$ cat config.mk
export PLATFORM = sky130hd
export DESIGN_NAME = pcm_io_sizer
export DESIGN_NICKNAME = d
export VERILOG_FILES = /design/src/rtl/pcm_io_pkg.sv /design/src/rtl/pcm_wait_timer.sv /design/src/rtl/pcm_read_pack.sv /design/src/rtl/pcm_io_sizer.sv
export SDC_FILE = /design/constraint.sdc
export NUM_CORES = 1
export LEC_CHECK = 0
export BUFFER_PORTS_ARGS = -buffer_cell sky130_fd_sc_hd__buf_4
export CAP_MARGIN = 20
export CORE_UTILIZATION = 49
export DETAILED_ROUTE_END_ITERATION = 6
export PLACE_DENSITY = 0.87
export SLEW_MARGIN = 20
export SYNTH_ARGS = -nofsm -noshare
export SYNTH_HDL_FRONTEND = slang
export SYNTH_SLANG_ARGS = --single-unit
$ cat constraint.sdc
create_clock -name clk -period 2.2 [get_ports clk]
set_input_delay 0.33 -clock clk [delete_from_list [all_inputs] [get_ports clk]]
set_output_delay 0.33 -clock clk [all_outputs]
set_load 0.05 [all_outputs]
$ cat src/rtl/pcm_io_pkg.sv
package pcm_io_pkg;

    localparam int unsigned BUS_W  = 16;
    localparam int unsigned BYTE_W = 8;
    localparam int unsigned NUM_CS = 2;

    typedef enum logic [1:0] {
        SQ_IDLE   = 2'd0,
        SQ_STROBE = 2'd1,
        SQ_GAP    = 2'd2
    } sq_state_t;

    typedef enum logic [1:0] {
        RM_WORD  = 2'd0,
        RM_LOW   = 2'd1,
        RM_HIGH  = 2'd2,
        RM_UPPER = 2'd3
    } rd_mode_t;

    typedef struct packed {
        logic sel;
        logic word;
        logic write;
    } req_ctl_t;

    function automatic logic [BUS_W-1:0] dup_byte(input logic [BYTE_W-1:0] b);
        return {b, b};
    endfunction

    function automatic logic [NUM_CS-1:0] cs_decode(input logic sel);
        logic [NUM_CS-1:0] v;
        v = '0;
        v[sel] = 1'b1;
        return v;
    endfunction

endpackage

$ cat src/rtl/pcm_wait_timer.sv
module pcm_wait_timer #(
    parameter int unsigned WAIT_W = 4
) (
    input  logic              clk,
    input  logic              rst,
    input  logic              load,
    input  logic [WAIT_W-1:0] load_val,
    input  logic              run,
    input  logic              card_wait,
    output logic              expire
);
    logic [WAIT_W-1:0] cnt_q;

    always_ff @(posedge clk) begin
        if (rst) begin
            cnt_q <= '0;
        end else if (load) begin
            cnt_q <= load_val;
        end else if (run && (cnt_q != '0)) begin
            cnt_q <= cnt_q - WAIT_W'(1);
        end
    end

    assign expire = run && (cnt_q == '0) && !card_wait;

endmodule

$ cat src/rtl/pcm_read_pack.sv
module pcm_read_pack
    import pcm_io_pkg::*;
(
    input  logic             clk,
    input  logic             rst,
    input  logic             clr,
    input  logic             cap,
    input  rd_mode_t         mode,
    input  logic [BUS_W-1:0] bus,
    output logic [BUS_W-1:0] rdata
);
    always_ff @(posedge clk) begin
        if (rst || clr) begin
            rdata <= '0;
        end else if (cap) begin
            case (mode)
                RM_WORD:  rdata <= bus;
                RM_LOW:   rdata <= {{BYTE_W{1'b0}}, bus[BYTE_W-1:0]};
                RM_HIGH:  rdata <= {{BYTE_W{1'b0}}, bus[BUS_W-1:BYTE_W]};
                default:  rdata[BUS_W-1:BYTE_W] <= bus[BYTE_W-1:0];
            endcase
        end
    end

endmodule

$ cat src/rtl/pcm_io_sizer.sv
module pcm_io_sizer
    import pcm_io_pkg::*;
#(
    parameter int unsigned ADDR_W = 26,
    parameter int unsigned WAIT_W = 4
) (
    input  logic              clk,
    input  logic              rst,
    input  logic              cfg_little,
    input  logic              cfg_bus16,
    input  logic [WAIT_W-1:0] cfg_wait0,
    input  logic [WAIT_W-1:0] cfg_wait1,
    input  logic              req_start,
    input  logic [ADDR_W-1:0] req_addr,
    input  logic              req_sel,
    input  logic              req_word,
    input  logic              req_write,
    input  logic [15:0]       req_wdata,
    output logic              rsp_done,
    output logic [15:0]       rsp_rdata,
    output logic [ADDR_W-1:0] card_addr,
    output logic [1:0]        card_ce,
    output logic              card_rd,
    output logic              card_wr,
    output logic [15:0]       card_wdata,
    input  logic [15:0]       card_rdata,
    input  logic              card_wait,
    input  logic              card_iois16
);
    sq_state_t         state_q;
    req_ctl_t          ctl_q;
    logic [ADDR_W-1:0] addr_q;
    logic [BUS_W-1:0]  wdata_q;
    logic              phase_q;
    logic              narrow_q;
    logic              first_q;
    logic              done_q;

    logic              accept;
    logic              strobe;
    logic              dyn_en;
    logic              narrow_now;
    logic              split_now;
    logic              end_cycle;
    logic              timer_load;
    logic              wait_sel;
    logic [WAIT_W-1:0] wait_val;
    logic              expire;
    rd_mode_t          rd_mode;

    assign dyn_en     = cfg_little & cfg_bus16;
    assign accept     = (state_q == SQ_IDLE) && req_start;
    assign strobe     = (state_q == SQ_STROBE);
    assign narrow_now = first_q ? card_iois16 : narrow_q;
    assign split_now  = dyn_en && ctl_q.word && narrow_now && !phase_q;
    assign end_cycle  = strobe && expire;
    assign timer_load = accept || (state_q == SQ_GAP);
    assign wait_sel   = accept ? req_sel : ctl_q.sel;
    assign wait_val   = wait_sel ? cfg_wait1 : cfg_wait0;

    pcm_wait_timer #(.WAIT_W(WAIT_W)) u_timer (
        .clk       (clk),
        .rst       (rst),
        .load      (timer_load),
        .load_val  (wait_val),
        .run       (strobe),
        .card_wait (card_wait),
        .expire    (expire)
    );

    always_ff @(posedge clk) begin
        if (rst) begin
            state_q  <= SQ_IDLE;
            ctl_q    <= '0;
            addr_q   <= '0;
            wdata_q  <= '0;
            phase_q  <= 1'b0;
            narrow_q <= 1'b0;
            first_q  <= 1'b0;
            done_q   <= 1'b0;
        end else begin
            done_q <= 1'b0;
            case (state_q)
                SQ_IDLE: begin
                    if (accept) begin
                        ctl_q    <= '{sel: req_sel, word: req_word, write: req_write};
                        addr_q   <= req_addr;
                        wdata_q  <= req_wdata;
                        phase_q  <= 1'b0;
                        first_q  <= 1'b1;
                        state_q  <= SQ_STROBE;
                    end
                end
                SQ_STROBE: begin
                    first_q  <= 1'b0;
                    narrow_q <= narrow_now;
                    if (end_cycle) begin
                        if (split_now) begin
                            phase_q <= 1'b1;
                            state_q <= SQ_GAP;
                        end else begin
                            done_q  <= 1'b1;
                            state_q <= SQ_IDLE;
                        end
                    end
                end
                SQ_GAP: begin
                    first_q <= 1'b1;
                    state_q <= SQ_STROBE;
                end
                default: state_q <= SQ_IDLE;
            endcase
        end
    end

    always_comb begin
        if (phase_q) begin
            rd_mode = RM_UPPER;
        end else if (ctl_q.word) begin
            rd_mode = (dyn_en && narrow_now) ? RM_LOW : RM_WORD;
        end else if (addr_q[0] && cfg_bus16 && !(dyn_en && narrow_now)) begin
            rd_mode = RM_HIGH;
        end else begin
            rd_mode = RM_LOW;
        end
    end

    pcm_read_pack u_pack (
        .clk   (clk),
        .rst   (rst),
        .clr   (accept),
        .cap   (end_cycle && !ctl_q.write),
        .mode  (rd_mode),
        .bus   (card_rdata),
        .rdata (rsp_rdata)
    );

    always_comb begin
        if (phase_q) begin
            card_wdata = dup_byte(wdata_q[BUS_W-1:BYTE_W]);
        end else if (ctl_q.word) begin
            card_wdata = wdata_q;
        end else begin
            card_wdata = dup_byte(wdata_q[BYTE_W-1:0]);
        end
    end

    assign card_addr = phase_q ? (addr_q + ADDR_W'(1)) : addr_q;
    assign card_rd   = strobe && !ctl_q.write;
    assign card_wr   = strobe && ctl_q.write;
    assign card_ce   = strobe ? cs_decode(ctl_q.sel) : '0;
    assign rsp_done  = done_q;

endmodule

==> summary.md <==
| Metric | Value |
|---|---|
| Number of enable flip-flop cells after synthesis | 0 |
| Final total power | 3.46 mW |
| Register area | 1440 µm² |
| Proportion of synthesized flip-flops having asynchronous set or reset | 0 |
| Arrival time at the worst endpoint | 2.07 ns |
| Width of the chip | 86.1 µm |
| Pin count of the biggest net entering global routing | 45 |
| Clock buffers created by TritonCTS | 9 |
| Worst hold-check path type | in2reg |
| Avg WL per Cell | 15.6 µm |
| Hold-fix buffers at CTS | 0 |
| Worst-path fanout max | 6 |
| Critical path depth in cells | 7 |
| #FFs+latches synth | 71 |
| Num rows | 30 |
| Starting density of the core | 0.508 |
| CORE AREA | 6830 µm² |
| Violated checks | setup timing |
| Count of filler cells inserted in the layout | 472 |
| Final Net Count | 653 |
| Predominant post-synthesis flop cell | dfxtp_1 |
| Switching power of the nets | 1.06 mW |
| Sequential power share | 0.417 |
| Clock sink count | 71 |
| Critical-path top delay cell | nor4_2 |
| Outcome | finished with violations |
| Number of ports placed on the die boundary | 139 |
| Startpoint-to-endpoint class of the critical path | reg2out |
| Final setup viols | 14 |
| Worst skew pair latency | 0.34 ns |
| Combinational share of power | 0.239 |
| Most frequent cell on the critical path | buf_4 |
| Cell types with the highest counts after synthesis | 102 x nand2_1, 71 x dfxtp_1, 54 x a21oi_1, 20 x xnor2_1 |
| Total area of multi-input combinational cells | 2220 µm² |
| Share of layout cells above drive strength 1 | 0.452 |
| Logic depth of the worst register-to-register path | 5 |
| Leading cell types by total area after synthesis | dfxtp_1 41%, nand2_1 11%, a21oi_1 7.8%, mux2_2 5.5%, xnor2_1 5.0% |
| Worst setup SP type | flip-flop |
| Routed Antenna Nets | 0 |
| Cell leakage power | 2.36 nW |
| Switching power share of the total | 0.306 |
| Placement-stage worst setup slack | 0.0418 ns |
| Final HPWL DP | 7080 µm |
| Transition at the pin with the smallest max-transition slack | 0.908 ns |
| Count of endpoints failing hold in the final timing report | 0 |
| Max capacitance violation total | 0 |
| Final weighted congestion in routability-driven placement | 0.859 |
| Total via count in the routed design | 3639 |
| Sequential area share after synthesis | 0.410 |
| Cell area after technology mapping | 3470 µm² |
| Height of the die | 86.1 µm |
| Floorplan die area | 7420 µm² |
| YS warnings | 0 |
| Total power density per cell area | 645 nW/µm² |
| Kind of cell adding the most delay to the critical path | simple AND/OR/NAND/NOR gates |
| GRT Residual Overflow | 0 |
| Cells along the critical path | nand4_1 -> nor4_2 -> buf_4 -> buf_4 -> nand3_4 -> xnor2_4 -> buf_6 |
| Worst Skew | 0.00898 ns |
| Number of max-slew violations in the final report | 0 |
| Maximum count of clock buffers along a single path | 2 |
| Wire length of the first global-routing pass | 16000 µm |
| Area share of the largest cell type after synthesis | 0.410 |
| Average size of a mapped cell | 8.34 µm² |
| Worst hold slack | 0.220 ns |
| Max rail drop VDD | 0.435 mV |
| Maximum clock rate | 417 MHz |
| Port Buf Inserts | 138 |
| Worst Hold Depth | 3 |
| Time the final worst path needs with I/O delays and setup | 2.40 ns |
| Distinct cells, synth | 40 |
| Total global routing track utilization | 0.275 |
| Cell with the most instances after synthesis | nand2_1 |
| Required arrival time at the worst endpoint | 1.87 ns |
| Post-Synthesis Net Count | 494 |
| Final cell utilization of the core | 0.786 |
| Clock input transition at the sequential cells of the worst setup and hold paths | 0.08 ns |
| Initial antenna violation count | 0 |
| Internal Power | 2.40 mW |
| Initial DRC Count | 149 |
| Vias in the first global route | 3468 |
| Max_slew headroom | 0.392 |
| Mapped Cells | 416 |
| Worst path bufs/invs | 3 |
| Final WL | 10600 µm |
| Syn-to-layout area delta | 54.7% |
| Antenna cells | 0 |
| Kind of end point of the critical path | output pin |
| Root cell of the clock tree | clkbuf_8 |
| Post-detailed-route via-to-cell ratio | 5.38 |
| Clock tree from TritonCTS | yes |
| Cell taking the most area after synthesis | dfxtp_1 |
| Final setup margin | -0.196 ns |
| Clock H-tree levels | 3 |
| Peak per-stage delay on the critical path | 0.37 ns |
| RSZ-0062 raised after global routing | true |
| DRT Pass-1 Iters | 4 |
| Period Utilization, post-route | 1.09 |
| Clock power frac | 0.344 |
| Number of remaining DRC errors | 0 |
path summary, 6_finish.rpt:
kind,end,from,slack (ns)
worst min register to register,wdata_q[11],wdata_q[11],0.47
worst min-delay path,addr_q[3],req_addr[3],0.22
worst max-delay path,card_addr[18],addr_q[2],-0.20
worst max register to register,u_pack.rdata[2],state_q[1],0.19
cells in the final DEF, fill, tap and decap left out, types with 3 or more instances in the layout:
master	n
a211oi_1	7
a21oi_1	54
a21oi_2	8
a22oi_1	8
and3_1	5
and4_1	5
buf_4	152
buf_6	18
clkbuf_8	11
dfxtp_1	60
dfxtp_2	8
dfxtp_4	3
mux2_2	17
mux2i_1	13
nand2_1	98
nand2_2	3
nand3_2	7
nand4_1	7
nor2_1	12
nor3_1	3
nor4_2	3
o21ai_0	16
xnor2_1	8
xnor2_2	5
xnor2_4	7
xor2_1	4
flip-flops by register name, indices dropped and copies added (netlist names):
name and flops:
addr_q 26, ctl_q 3, first_q 1, narrow_q 1, phase_q 1, rsp_done 1, state_q 2, u_pack.rdata 16
u_timer.cnt_q 4, wdata_q 16
final cells by class:
type                            instances  area share
Timing Repair Buffer                  170       0.250
Tap cell                               96      0.0224
Multi-Input combinational cell        321       0.414
Clock buffer                           11      0.0282
Sequential cell                        71       0.269
Clock inverter                          5      0.0147
Inverter                                2     0.00140
what timing repair did:
item,4_1_cts,5_1_grt
gates resized for setup,35,17
pin swaps,4,8
buffers inserted,9,9
endpoints found under the setup margin,14,20
routing by layer:
layer  global-route usage  wire length [µm]  vias up
li1                     -                 -     1774
met1                0.305              4290     1716
met2                0.506              5530      134
met3               0.0587               545       15
met4                0.117               191        0
met5                    0                 0        -
kinds of logic (layout without fill, tap and decap cells):
family	after synthesis	after routing	synth area share
XOR/XNOR	25	25	0.0631
AO/OA/AOI/OAI	97	97	0.168
flip-flops	71	71	0.410
multiplexers	32	32	0.103
adder cells (fa/ha/maj)	2	2	0.00721
buffers and inverters	24	188	0.0267
AND/OR/NAND/NOR	165	165	0.222
tightest hold or removal path: stages:
cell and delay [ns]:
buf_4 0.11, nand2_1 0.04, a21oi_1 0.05
per-stage QoR:
stage	cell area, µm²	TNS, ns	cells
5_1_grt	5370	-3.10	676
4_1_cts	5250	-1.47	668
3_5_place_dp	4830	0	643
3_3_place_gp	4830	0	643
6_report	5370	-1.78	676
2_1_floorplan	3650	-0.803	416
power by group through the flow:
stage	Combinational, mW	Clock, mW	Sequential (mW)
after floorplan	0.490	0	1.48
after global placement	0.782	0	1.46
after detailed placement	0.798	0	1.47
after CTS	0.815	1.20	1.44
after global routing	0.882	1.26	1.45
final	0.829	1.19	1.44
Note: power is estimated with default switching activity, not from simulation.
